## config.mk

```make
export PLATFORM = sky130hd
export DESIGN_NAME = sys_ctl_port
export DESIGN_NICKNAME = d
export VERILOG_FILES = /design/src/rtl/scp_pkg.sv /design/src/rtl/scp_addr_dec.sv /design/src/rtl/scp_err_latch.sv /design/src/rtl/scp_toggle.sv /design/src/rtl/sys_ctl_port.sv
export SDC_FILE = /design/constraint.sdc
export NUM_CORES = 1
export LEC_CHECK = 0
export ABC_AREA = 1
export BUFFER_PORTS_ARGS = -buffer_cell sky130_fd_sc_hd__buf_2
export CORE_AREA = 3 3 40 42
export DETAILED_ROUTE_END_ITERATION = 7
export DIE_AREA = 0 0 43 45
export GPL_TIMING_DRIVEN = 1
export MAX_ROUTING_LAYER = met4
export PLACE_DENSITY = 0.76
export SLEW_MARGIN = 20
export SYNTH_ARGS = -nofsm -noshare
export SYNTH_HDL_FRONTEND = slang
export SYNTH_SLANG_ARGS = --single-unit
```

## constraint.sdc

```tcl
create_clock -name clk -period 1.35 [get_ports clk]
set_input_delay 0.2025 -clock clk [delete_from_list [all_inputs] [get_ports clk]]
set_output_delay 0.2025 -clock clk [all_outputs]
set_load 0.01 [all_outputs]
```

## src/rtl/scp_pkg.sv

```systemverilog
package scp_pkg;
   localparam int unsigned BIT_T2GATE = 0;
   localparam int unsigned BIT_SPKR   = 1;
   localparam int unsigned BIT_PARDIS = 2;
   localparam int unsigned BIT_CHKDIS = 3;
   localparam int unsigned BIT_REFTOG = 4;
   localparam int unsigned BIT_T2OUT  = 5;
   localparam int unsigned BIT_CHK    = 6;
   localparam int unsigned BIT_PAR    = 7;

   typedef struct packed {
      logic chk_dis;
      logic par_dis;
      logic spkr_en;
      logic t2_gate;
   } ctrl_t;
endpackage

```

## src/rtl/scp_addr_dec.sv

```systemverilog
module scp_addr_dec #(
   parameter int unsigned ADDR_W  = 16,
   parameter int unsigned BASE_LO = 'h61,
   parameter int unsigned BASE_HI = 'h6F
) (
   input  logic [ADDR_W-1:0] addr,
   output logic              hit
);
   localparam logic [ADDR_W-1:0] LO = ADDR_W'(BASE_LO);
   localparam logic [ADDR_W-1:0] HI = ADDR_W'(BASE_HI);

   initial begin
      assert (BASE_LO <= BASE_HI) else $error("scp_addr_dec: empty window");
      assert (ADDR_W >= 8) else $error("scp_addr_dec: ADDR_W too small");
   end

   always_comb begin
      hit = addr[0] && (addr >= LO) && (addr <= HI);
   end
endmodule

```

## src/rtl/scp_err_latch.sv

```systemverilog
module scp_err_latch #(
   parameter bit EDGE_SENSE = 1'b1
) (
   input  logic clk,
   input  logic rst_n,
   input  logic err_in,
   input  logic enable,
   output logic flag
);
   logic set_now;

   generate
      if (EDGE_SENSE) begin : g_edge
         logic prev_q;
         always_ff @(posedge clk) begin
            if (!rst_n) prev_q <= 1'b0;
            else        prev_q <= err_in;
         end
         assign set_now = err_in & ~prev_q;
      end else begin : g_level
         assign set_now = err_in;
      end
   endgenerate

   always_ff @(posedge clk) begin
      if (!rst_n)       flag <= 1'b0;
      else if (!enable) flag <= 1'b0;
      else if (set_now) flag <= 1'b1;
   end
endmodule

```

## src/rtl/scp_toggle.sv

```systemverilog
module scp_toggle (
   input  logic clk,
   input  logic rst_n,
   input  logic pulse,
   output logic q
);
   always_ff @(posedge clk) begin
      if (!rst_n)     q <= 1'b0;
      else if (pulse) q <= ~q;
   end
endmodule

```

## src/rtl/sys_ctl_port.sv

```systemverilog
module sys_ctl_port
   import scp_pkg::*;
#(
   parameter int unsigned ADDR_W     = 16,
   parameter int unsigned BASE_LO    = 'h61,
   parameter int unsigned BASE_HI    = 'h6F,
   parameter bit          EDGE_SENSE = 1'b1
) (
   input  logic              clk,
   input  logic              rst_n,
   input  logic [ADDR_W-1:0] io_addr,
   input  logic              io_rd,
   input  logic              io_wr,
   input  logic [7:0]        io_wdata,
   output logic [7:0]        io_rdata,
   input  logic              par_err_in,
   input  logic              chk_err_in,
   input  logic              refresh_pulse,
   input  logic              t2_out,
   input  logic              nmi_mask,
   input  logic              par_cfg_dis,
   output logic              t2_gate,
   output logic              spkr_out,
   output logic              nmi_req
);
   localparam int unsigned CTRL_W = $bits(ctrl_t);

   logic  hit;
   ctrl_t ctrl_q;
   logic  par_lat, chk_lat, ref_tog;
   logic  par_en, chk_en;
   logic  unused_wr_hi;

   assign unused_wr_hi = ^io_wdata[7:CTRL_W];

   scp_addr_dec #(.ADDR_W(ADDR_W), .BASE_LO(BASE_LO), .BASE_HI(BASE_HI)) u_dec (
      .addr (io_addr),
      .hit  (hit)
   );

   always_ff @(posedge clk) begin
      if (!rst_n)           ctrl_q <= '0;
      else if (io_wr && hit) ctrl_q <= ctrl_t'(io_wdata[CTRL_W-1:0]);
   end

   assign par_en = ~ctrl_q.par_dis & ~par_cfg_dis;
   assign chk_en = ~ctrl_q.chk_dis;

   scp_err_latch #(.EDGE_SENSE(EDGE_SENSE)) u_par (
      .clk (clk), .rst_n (rst_n), .err_in (par_err_in), .enable (par_en), .flag (par_lat)
   );
   scp_err_latch #(.EDGE_SENSE(EDGE_SENSE)) u_chk (
      .clk (clk), .rst_n (rst_n), .err_in (chk_err_in), .enable (chk_en), .flag (chk_lat)
   );
   scp_toggle u_ref (
      .clk (clk), .rst_n (rst_n), .pulse (refresh_pulse), .q (ref_tog)
   );

   always_comb begin
      io_rdata = '0;
      if (io_rd && hit) begin
         io_rdata[CTRL_W-1:0] = ctrl_q;
         io_rdata[BIT_REFTOG] = ref_tog;
         io_rdata[BIT_T2OUT]  = t2_out;
         io_rdata[BIT_CHK]    = chk_lat | chk_err_in;
         io_rdata[BIT_PAR]    = par_lat;
      end
   end

   assign t2_gate  = ctrl_q.t2_gate;
   assign spkr_out = t2_out & ctrl_q.spkr_en;
   assign nmi_req  = (par_lat | chk_lat) & ~nmi_mask;
endmodule

```

======== Yosys cells after proc, flatten, opt, wreduce, memory -nomap -nowiden ========
Index checks and enable logic that the tools add are counted.
Widths: inputs -> output; s select.
word-level totals
  input bits .............................. 34
  logic and storage cells ................. 32
  output and inout port bits .............. 11
  register bits after elaboration ......... 9
operators by class
  reductions and logical operators ........ 6
  magnitude comparators ................... 2
  mux-type cells .......................... 1
  bitwise logic cells ..................... 14
operators by type and width
  operator             count
  $ge 16x7->1 const B  1
  $le 16x7->1 const B  1
  $mux 8               1
  $not 1->1            7
  $and 1x1->1          5
  $logic_and 1x1->1    4
  $or 1x1->1           2
  $reduce_and 2->1     1
  $reduce_or 2->1      1

======== Longest topological paths before layout ========
Gate-level depths: netlist (run 1).
  word-level depth ........................ 5
  gate-level depth with buffers ........... 8
  mapped depth without buffers ............ 8

======== Cells and area by module ========
Synthesis (run 1) repeated with hierarchy kept, for this count alone.
second synthesis, totals
  cell total of the unflattened synthesis .. 84
  area total of the unflattened synthesis .. 475.5 sq um
by module, submodules not included
  module         instances  area each (sq um)  cells each  sequential area each (sq um)
  sys_ctl_port   1          229.0              43          80.1
  scp_err_latch  2          71.3               9           40.0
  scp_addr_dec   1          68.8               18          0.0
  scp_toggle     1          35.0               5           20.0

======== Worst setup path after synthesis (run 1) ========
Ideal clock, no wire load.
  path type ............................... input to output
  from .................................... input port io_addr[10]
  to ...................................... output port io_rdata[0]
  data required time ...................... 1.148 ns
  setup slack ............................. 0.272 ns
  buffers on the path ..................... 0
  cell stages on the path ................. 5
  arrival ................................. 0.876 ns
  path through ............................ nor2_1 > nand2_1 > nor2_2 > nand3_1 > nor2_1
on the way
  longest elaborated chain between the ends .. 5
  elaborated cells between the ends (all ways) .. 6
  those cells by class .................... order compare (2); mux (1); reduce/logical (3)
ends and longest elaborated chain
  item                 line                text
  start, declared      sys_ctl_port.sv:11  input logic [ADDR_W-1:0] io_addr,
  $ge 16x7->1          scp_addr_dec.sv:18  hit = addr[0] && (addr >= LO) && (addr <= HI);
  $logic_and 1x1->1    scp_addr_dec.sv:18
  $logic_and 1x1->1 *  scp_addr_dec.sv:18
  $logic_and 1x1->1 *  sys_ctl_port.sv:61  if (io_rd && hit) begin
  $mux 8 *             sys_ctl_port.sv:61
  end, declared        sys_ctl_port.sv:15  output logic [7:0] io_rdata,
Mark *: on every way between the ends. The rest lies on a longest branch, timed or not.

======== Worst setup path in the final report (run 1) ========
  from .................................... input port io_addr[10]
  to ...................................... output port io_rdata[5]
The elaborated chain is that of the path after synthesis.

==> flow_summary.toml, run 1 <==
[floorplan]
core_mm2 = 0.00128
rows = 13
die_width_um = 43
io_pins = 45
start_util = 0.348
die_height_um = 45
die_area_mm2 = 0.00194

[synthesis]
post_synth_num_cell_types = 11
yosys_warnings = 0
netlist.area_leader.share = 0.403
synth_top_cells_by_area = "sky130_fd_sc_hd__dfxtp_1 (40%), sky130_fd_sc_hd__nor2_1 (19%), sky130_fd_sc_hd__inv_1 (13%)"
post_synth.cell_area_avg_um2 = 6.29
synth.cell_area_um2 = 447
seq_area_frac_synth = 0.403
post-synth-top-area-cell = "sky130_fd_sc_hd__dfxtp_1"
synth_nets = 105
synth_cells = 71
ys_seq_elements = 9

[power]
combinationalPowerShare = 0.132
vdd_ir_drop_max_mv = 0.454
static-leakage-power_nw = 0.409
share_clk_of_total_power = 0.370
power_switching_uw = 132
int_power_uw = 431
switching_share = 0.235
power_density_mw_per_mm2 = 817
seqPwrFrac = 0.498

[sta]
max-slew-margin-rel = 0.843
final-max-slew-violation-count = 0
post_route_clock_period_utilization = 0.911
setup_violations = 0
max_slew.worst_pin.slew_ps = 235
fin_setup_tns_ps = 0
finalWorstSetupSlack_ps = 121
hold_vio_cnt_final = 0
post-route-min-period_ps = 1230
holdWs_ps = 112
fin_skew_ps = 1.98
max_clock_freq_mhz = 814

[routing]
drc = 0
firstDrtPassIters = 4
viasPerCell = 4.15
starting_drc_count_in_detailed_routing = 2
routed_wire_length_per_instance_um = 9.00
via_count = 527
remaining_antenna_violation_count = 0
totalWireLength_mm = 1.14

[setup_path]
r2r_slack_ps = 590
timing.critical_path.arrival_ps = 1030
cp_data_required_time_ps = 1150
critPathCaptureType = "output port"
worst_reg2reg_path_length_in_cells = 2
startpoint_type = "input pin"
critical_path.max_fanout = 8
worst_setup_path_class = "input pin to output port"

[clock_tree]
clk_pin_slew_ps = 60
tritoncts_sink_count = 9
clkLatencyLatePin_ps = 260
tritoncts = "done"
cts_max_level = 1
ctsHoldBuffers = 0
cts.repair_timing.setup_buffer_count = 0
cts-root-buf = "sky130_fd_sc_hd__clkbuf_4"
clockBufferDepth = 2
tritoncts.num_buffers = 3

[grt]
grt_start_max_net_pins = 9
grt_overflow_total = 0
antenna_found_initial = 0
first_global_vias = 471
grt_pass1_wl_mm = 1.78
gr-usage-all-layers = 0.130

[layout]
layout-drive-gt1-share = 0.402
layout_common_cells = "sky130_fd_sc_hd__buf_2 (37), sky130_fd_sc_hd__nor2_1 (23), sky130_fd_sc_hd__inv_1 (15), sky130_fd_sc_hd__nand2_1 (15), sky130_fd_sc_hd__dfxtp_1 (9)"
post_layout_nonfiller_instances = 127
antenna_cells = 0
design.final.nets = 147
syn_to_final_growth_pct = 54.3
postLayoutCellArea_um2 = 689
layout_commonest_cell = "sky130_fd_sc_hd__buf_2"

[run_status]
run_status = "finished clean"

[flow_run]
max-cap-violations = 0

[min_path]
hold-path-cell-count = 2
hold_path_class = "input pin to flip-flop"

[placed_design]
dp_hpwl_um = 946
dpl_cells = 123
gp_congestion = 0.643
postPlaceCellArea_um2 = 651
portBuffers = 37
preCtsSetupSlack_ps = -62.8
[registers in the layout, indices dropped and copies added, names as in the netlist]
register             cells
u_ref.q                  1
ctrl_q                   3
u_par.flag               1
u_par.g_edge.prev_q      1
u_chk.flag               1
t2_gate                  1
u_chk.g_edge.prev_q      1
[final timing paths]
kind,startpoint,endpoint
setup / recovery,io_addr[10],io_rdata[5]
hold / removal,par_cfg_dis,u_par.flag
setup reg to reg,u_chk.flag,u_chk.flag
hold reg to reg,ctrl_q[2],u_par.flag
[cell families (layout without fill, tap and decap cells)]
| kind of cell | count (synthesis) | after routing | share of synthesized area |
|---|---|---|---|
| flip-flops | 9 | 9 | 0.403 |
| buffers and inverters | 15 | 56 | 0.126 |
| AND/OR/NAND/NOR | 43 | 43 | 0.395 |
| XOR/XNOR | 1 | 1 | 0.0196 |
| AO/OA/AOI/OAI | 3 | 3 | 0.0560 |
[routing by layer]
layer / part of all wire / up-vias / GRT usage / routed length [um]
met5: 0 / - / - / 0
met4: 0.0070 / 0 / 0.0904 / 8
met1: 0.40 / 211 / 0.138 / 459
met2: 0.52 / 22 / 0.204 / 591
met3: 0.074 / 2 / 0.0438 / 85
li1: - / 292 / - / -
[area by class of cell]
class                   instances  area (um2)
fillers                       130         596
multi-input cells              47         223
repair buffers                 37         185
flip-flops and latches          9         180
inverters                      15        56.3
clock buffers                   4        26.3
well taps                      15        18.8
[power groups by stage]
stage / sequential [mW] / clock [mW] / combinational [mW]
5_1_grt: 0.281 / 0.239 / 0.0847
4_1_cts: 0.281 / 0.216 / 0.0744
2_1_floorplan: 0.286 / 0 / 0.0285
3_5_place_dp: 0.287 / 0 / 0.0738
6_report: 0.281 / 0.208 / 0.0742
3_3_place_gp: 0.286 / 0 / 0.0711
[Yosys cell counts]
| cell | count |
|---|---|
| sky130_fd_sc_hd__a2111oi_2 | 1 |
| sky130_fd_sc_hd__a21oi_1 | 2 |
| sky130_fd_sc_hd__dfxtp_1 | 9 |
| sky130_fd_sc_hd__inv_1 | 15 |
| sky130_fd_sc_hd__nand2_1 | 15 |
| sky130_fd_sc_hd__nand3_1 | 1 |
| sky130_fd_sc_hd__nand3_2 | 1 |
| sky130_fd_sc_hd__nor2_1 | 23 |
| sky130_fd_sc_hd__nor2_2 | 2 |
| sky130_fd_sc_hd__nor4_1 | 1 |
| sky130_fd_sc_hd__xnor2_1 | 1 |
[per-stage QoR]
stage / utilization / total power, mW
finish: 0.537 / 0.563
CTS: 0.531 / 0.572
floorplan: - / 0.314
global placement: 0.506 / 0.357
global route: 0.537 / 0.605
detailed placement: 0.506 / 0.360
[worst max-delay path: stages]
cell	delay [ps]
sky130_fd_sc_hd__buf_2	90
sky130_fd_sc_hd__nor2_1	90
sky130_fd_sc_hd__nand2_1	60
sky130_fd_sc_hd__nor2_2	180
sky130_fd_sc_hd__nand3_4	150
sky130_fd_sc_hd__nor2_1	120
sky130_fd_sc_hd__buf_2	140
[timing repair]
action,CTS,global route
pin swaps,0,0
gates resized for setup,1,1
endpoints found under the setup margin,8,8
No activity file was read; power rests on OpenSTA's default activity.
==> run 2: changes to the inputs <==
Settings changed: CELL_PAD_IN_SITES_DETAIL_PLACEMENT set to 0, CELL_PAD_IN_SITES_GLOBAL_PLACEMENT set to 2, CORE_AREA 3 3 40 42 to unset, CORE_MARGIN set to 3, CORE_UTILIZATION set to 15, CTS_CLUSTER_DIAMETER set to 50, DIE_AREA 0 0 43 45 to unset, PLACE_DENSITY 0.76 to unset, PLACE_DENSITY_LB_ADDON set to 0.1, SYNTH_HIERARCHICAL set to 1.
==> run 2 against run 1 <==
Against the previous run:
- clock skew down 1.7 ps
- count of clock-buffer cells in the layout is the same
- combinational power increased by 4.6%
- clock power barely moved
- sequential cell count unchanged
- power down 0.17%
- sequential power hardly changed
- area after synthesis rose by 6.4%
- die area increased by 100%
- highest routed layer unchanged
==> flow_summary.toml, run 2 <==
[routing]
routed_wire_length_per_instance_um = 7.87
firstDrtPassIters = 4
viasPerCell = 3.46
starting_drc_count_in_detailed_routing = 4
via_count = 581
remaining_antenna_violation_count = 0
drc = 0
totalWireLength_mm = 1.32

[setup_path]
critical_path.max_fanout = 8
cp_data_required_time_ps = 1150
startpoint_type = "input pin"
critPathCaptureType = "output port"
crit_chain = "buf_2 > inv_1 > nand2_1 > nor2_1 > nand2_1 > nor2_4 > nand2_4 > nor2_1 > buf_2"
worst_setup_path_class = "input pin to output port"
crit_slowest_cell = "sky130_fd_sc_hd__buf_2"
timing.critical_path.arrival_ps = 1010
critPathBufInv = 3
cp_slowest_stage_delay_ps = 140
cpLargestDelayFamily = "simple AND/OR/NAND/NOR gates"

[clock_tree]
tritoncts.num_buffers = 3
clk_pin_slew_ps = 60
cts.repair_timing.setup_buffer_count = 0
ctsHoldBuffers = 0
tritoncts_sink_count = 9
cts_max_level = 1
clockBufferDepth = 2
clkLatencyLatePin_ps = 250
tritoncts = "done"
cts-root-buf = "sky130_fd_sc_hd__clkbuf_4"

[power]
vdd_ir_drop_max_mv = 0.271
power_switching_uw = 132
int_power_uw = 430
seqPwrFrac = 0.498
share_clk_of_total_power = 0.364
static-leakage-power_nw = 0.470
power_density_mw_per_mm2 = 733
combinationalPowerShare = 0.138
switching_share = 0.235

[synthesis]
post_synth_num_cell_types = 7
synth_top_cells_by_area = "sky130_fd_sc_hd__dfxtp_1 (38%), sky130_fd_sc_hd__nor2_1 (22%), sky130_fd_sc_hd__nand2_1 (17%)"
seq_area_frac_synth = 0.379
synth.cell_area_um2 = 475
synth_cells = 84
synth.most_common_cell = "sky130_fd_sc_hd__nor2_1"
synth_nets = 118
post_synth.cell_area_avg_um2 = 5.66
netlist.area_leader.share = 0.379
async_set_reset_flop_share_out_of_synthesis = 0
yosys-top-cells-count = "sky130_fd_sc_hd__nor2_1 (28), sky130_fd_sc_hd__nand2_1 (22), sky130_fd_sc_hd__inv_1 (21)"
top_reg_cell_synth = "sky130_fd_sc_hd__dfxtp_1"
post-synth-top-area-cell = "sky130_fd_sc_hd__dfxtp_1"
synth_edf_count = 0
ys_seq_elements = 9
yosys_warnings = 6

[floorplan]
die_height_um = 62.3
die_width_um = 62.3
rows = 19
die_area_mm2 = 0.00388
io_pins = 45
core_mm2 = 0.00288
start_util = 0.165

[layout]
largest_register_ff_count = 3
layout-drive-gt1-share = 0.381
layout_common_cells = "sky130_fd_sc_hd__buf_2 (37), sky130_fd_sc_hd__nor2_1 (25), sky130_fd_sc_hd__inv_1 (21), sky130_fd_sc_hd__nand2_1 (21), sky130_fd_sc_hd__dfxtp_1 (9)"
syn_to_final_growth_pct = 61.3
layout_commonest_cell = "sky130_fd_sc_hd__buf_2"
design.final.nets = 161
registers.top_by_ff_count = "ctrl_q"
antenna_cells = 0
final.fill_count = 339

[min_path]
hold_path_class = "input pin to flip-flop"

[grt]
grt_start_max_net_pins = 10
first_global_vias = 545
grt_overflow_total = 0
grt_pass1_wl_mm = 2.26
gr-usage-all-layers = 0.0768
antenna_found_initial = 0

[sta]
max-slew-margin-rel = 0.869
hold_vio_cnt_final = 0
post_route_clock_period_utilization = 0.901
setup_violations = 0
grt_setup_unrepaired = "true"
fin_setup_tns_ps = 0
max_clock_freq_mhz = 822
fin_skew_ps = 0.242
final-max-slew-violation-count = 0
finalWorstSetupSlack_ps = 133
max_slew.worst_pin.slew_ps = 197
post-route-min-period_ps = 1220
holdWs_ps = 141

[placed_design]
portBuffers = 37
dp_hpwl_mm = 1.08
gp_congestion = 0.617
preCtsSetupSlack_ps = -86.1

[run_status]
run_status = "finished clean"

[flow_run]
max-cap-violations = 0
## run 2: changes by cell type after synthesis, moves of 2 or more
cell | before | now
sky130_fd_sc_hd__a21oi_2 | 0 | 2
sky130_fd_sc_hd__inv_1 | 15 | 21
sky130_fd_sc_hd__a21oi_1 | 2 | 0
sky130_fd_sc_hd__nor2_1 | 23 | 28
sky130_fd_sc_hd__nor2_2 | 2 | 0
sky130_fd_sc_hd__nand2_1 | 15 | 22
## run 2: layout make-up
type | instances | area, um2 | share of cell area
multi-input cells | 54 | 236 | 0.308
repair buffers | 38 | 193 | 0.251
flip-flops and latches | 9 | 180 | 0.235
inverters | 21 | 78.8 | 0.103
well taps | 42 | 52.6 | 0.0685
clock buffers | 4 | 26.3 | 0.0343
## run 2: per-layer routing
layer / track usage / up-vias / wire length (um) / share of wire
met5: - / - / 0 / 0
met4: 0.0331 / 0 / 20 / 0.015
met3: 0.0306 / 2 / 109 / 0.082
met2: 0.124 / 21 / 637 / 0.48
met1: 0.0840 / 239 / 554 / 0.42
li1: - / 319 / - / -
## run 2: through the flow
stage / utilization / instances / power, mW / area [um2]
after global routing: 0.267 / 168 / 0.599 / 767
after floorplan: - / 84 / 0.315 / 475
after CTS: 0.261 / 168 / 0.578 / 749
final: 0.267 / 168 / 0.562 / 767
after global placement: 0.251 / 164 / 0.362 / 721
after detailed placement: 0.251 / 164 / 0.363 / 721
## run 2: path summary, 6_finish.rpt
path,from,to,slack [ps],depth (start not counted)
setup / recovery,io_addr[15],io_rdata[0],130,9
hold reg to reg,u_chk/flag,u_chk/flag,480,2
setup reg to reg,ctrl_q[2],u_par/flag,710,3
hold / removal,par_err_in,u_par/g_edge.prev_q,140,3
## run 2: timing repair
item	CTS	global route
pin swaps	0	1
resized for setup	1	5
cloned	0	0
endpoints found under the setup margin	8	8
## run 2: tightest hold or removal path, stage by stage
cell	delay, ps
sky130_fd_sc_hd__buf_2	90
sky130_fd_sc_hd__nand2_1	40
sky130_fd_sc_hd__inv_1	40
## run 2: kinds of logic after synthesis
family          count (synthesis)  share of synthesized area
compound gates                  2                     0.0368
buf+inv                        21                      0.166
flops                           9                      0.379
simple gates                   52                      0.418
## run 2: power by group through the flow
stage               combinational (mW)  clock, mW  sequential, mW
floorplan                       0.0301          0           0.285
global placement                0.0758          0           0.286
detailed placement              0.0768          0           0.286
CTS                             0.0774      0.221           0.280
global route                    0.0906      0.227           0.282
finish                          0.0776      0.205           0.280
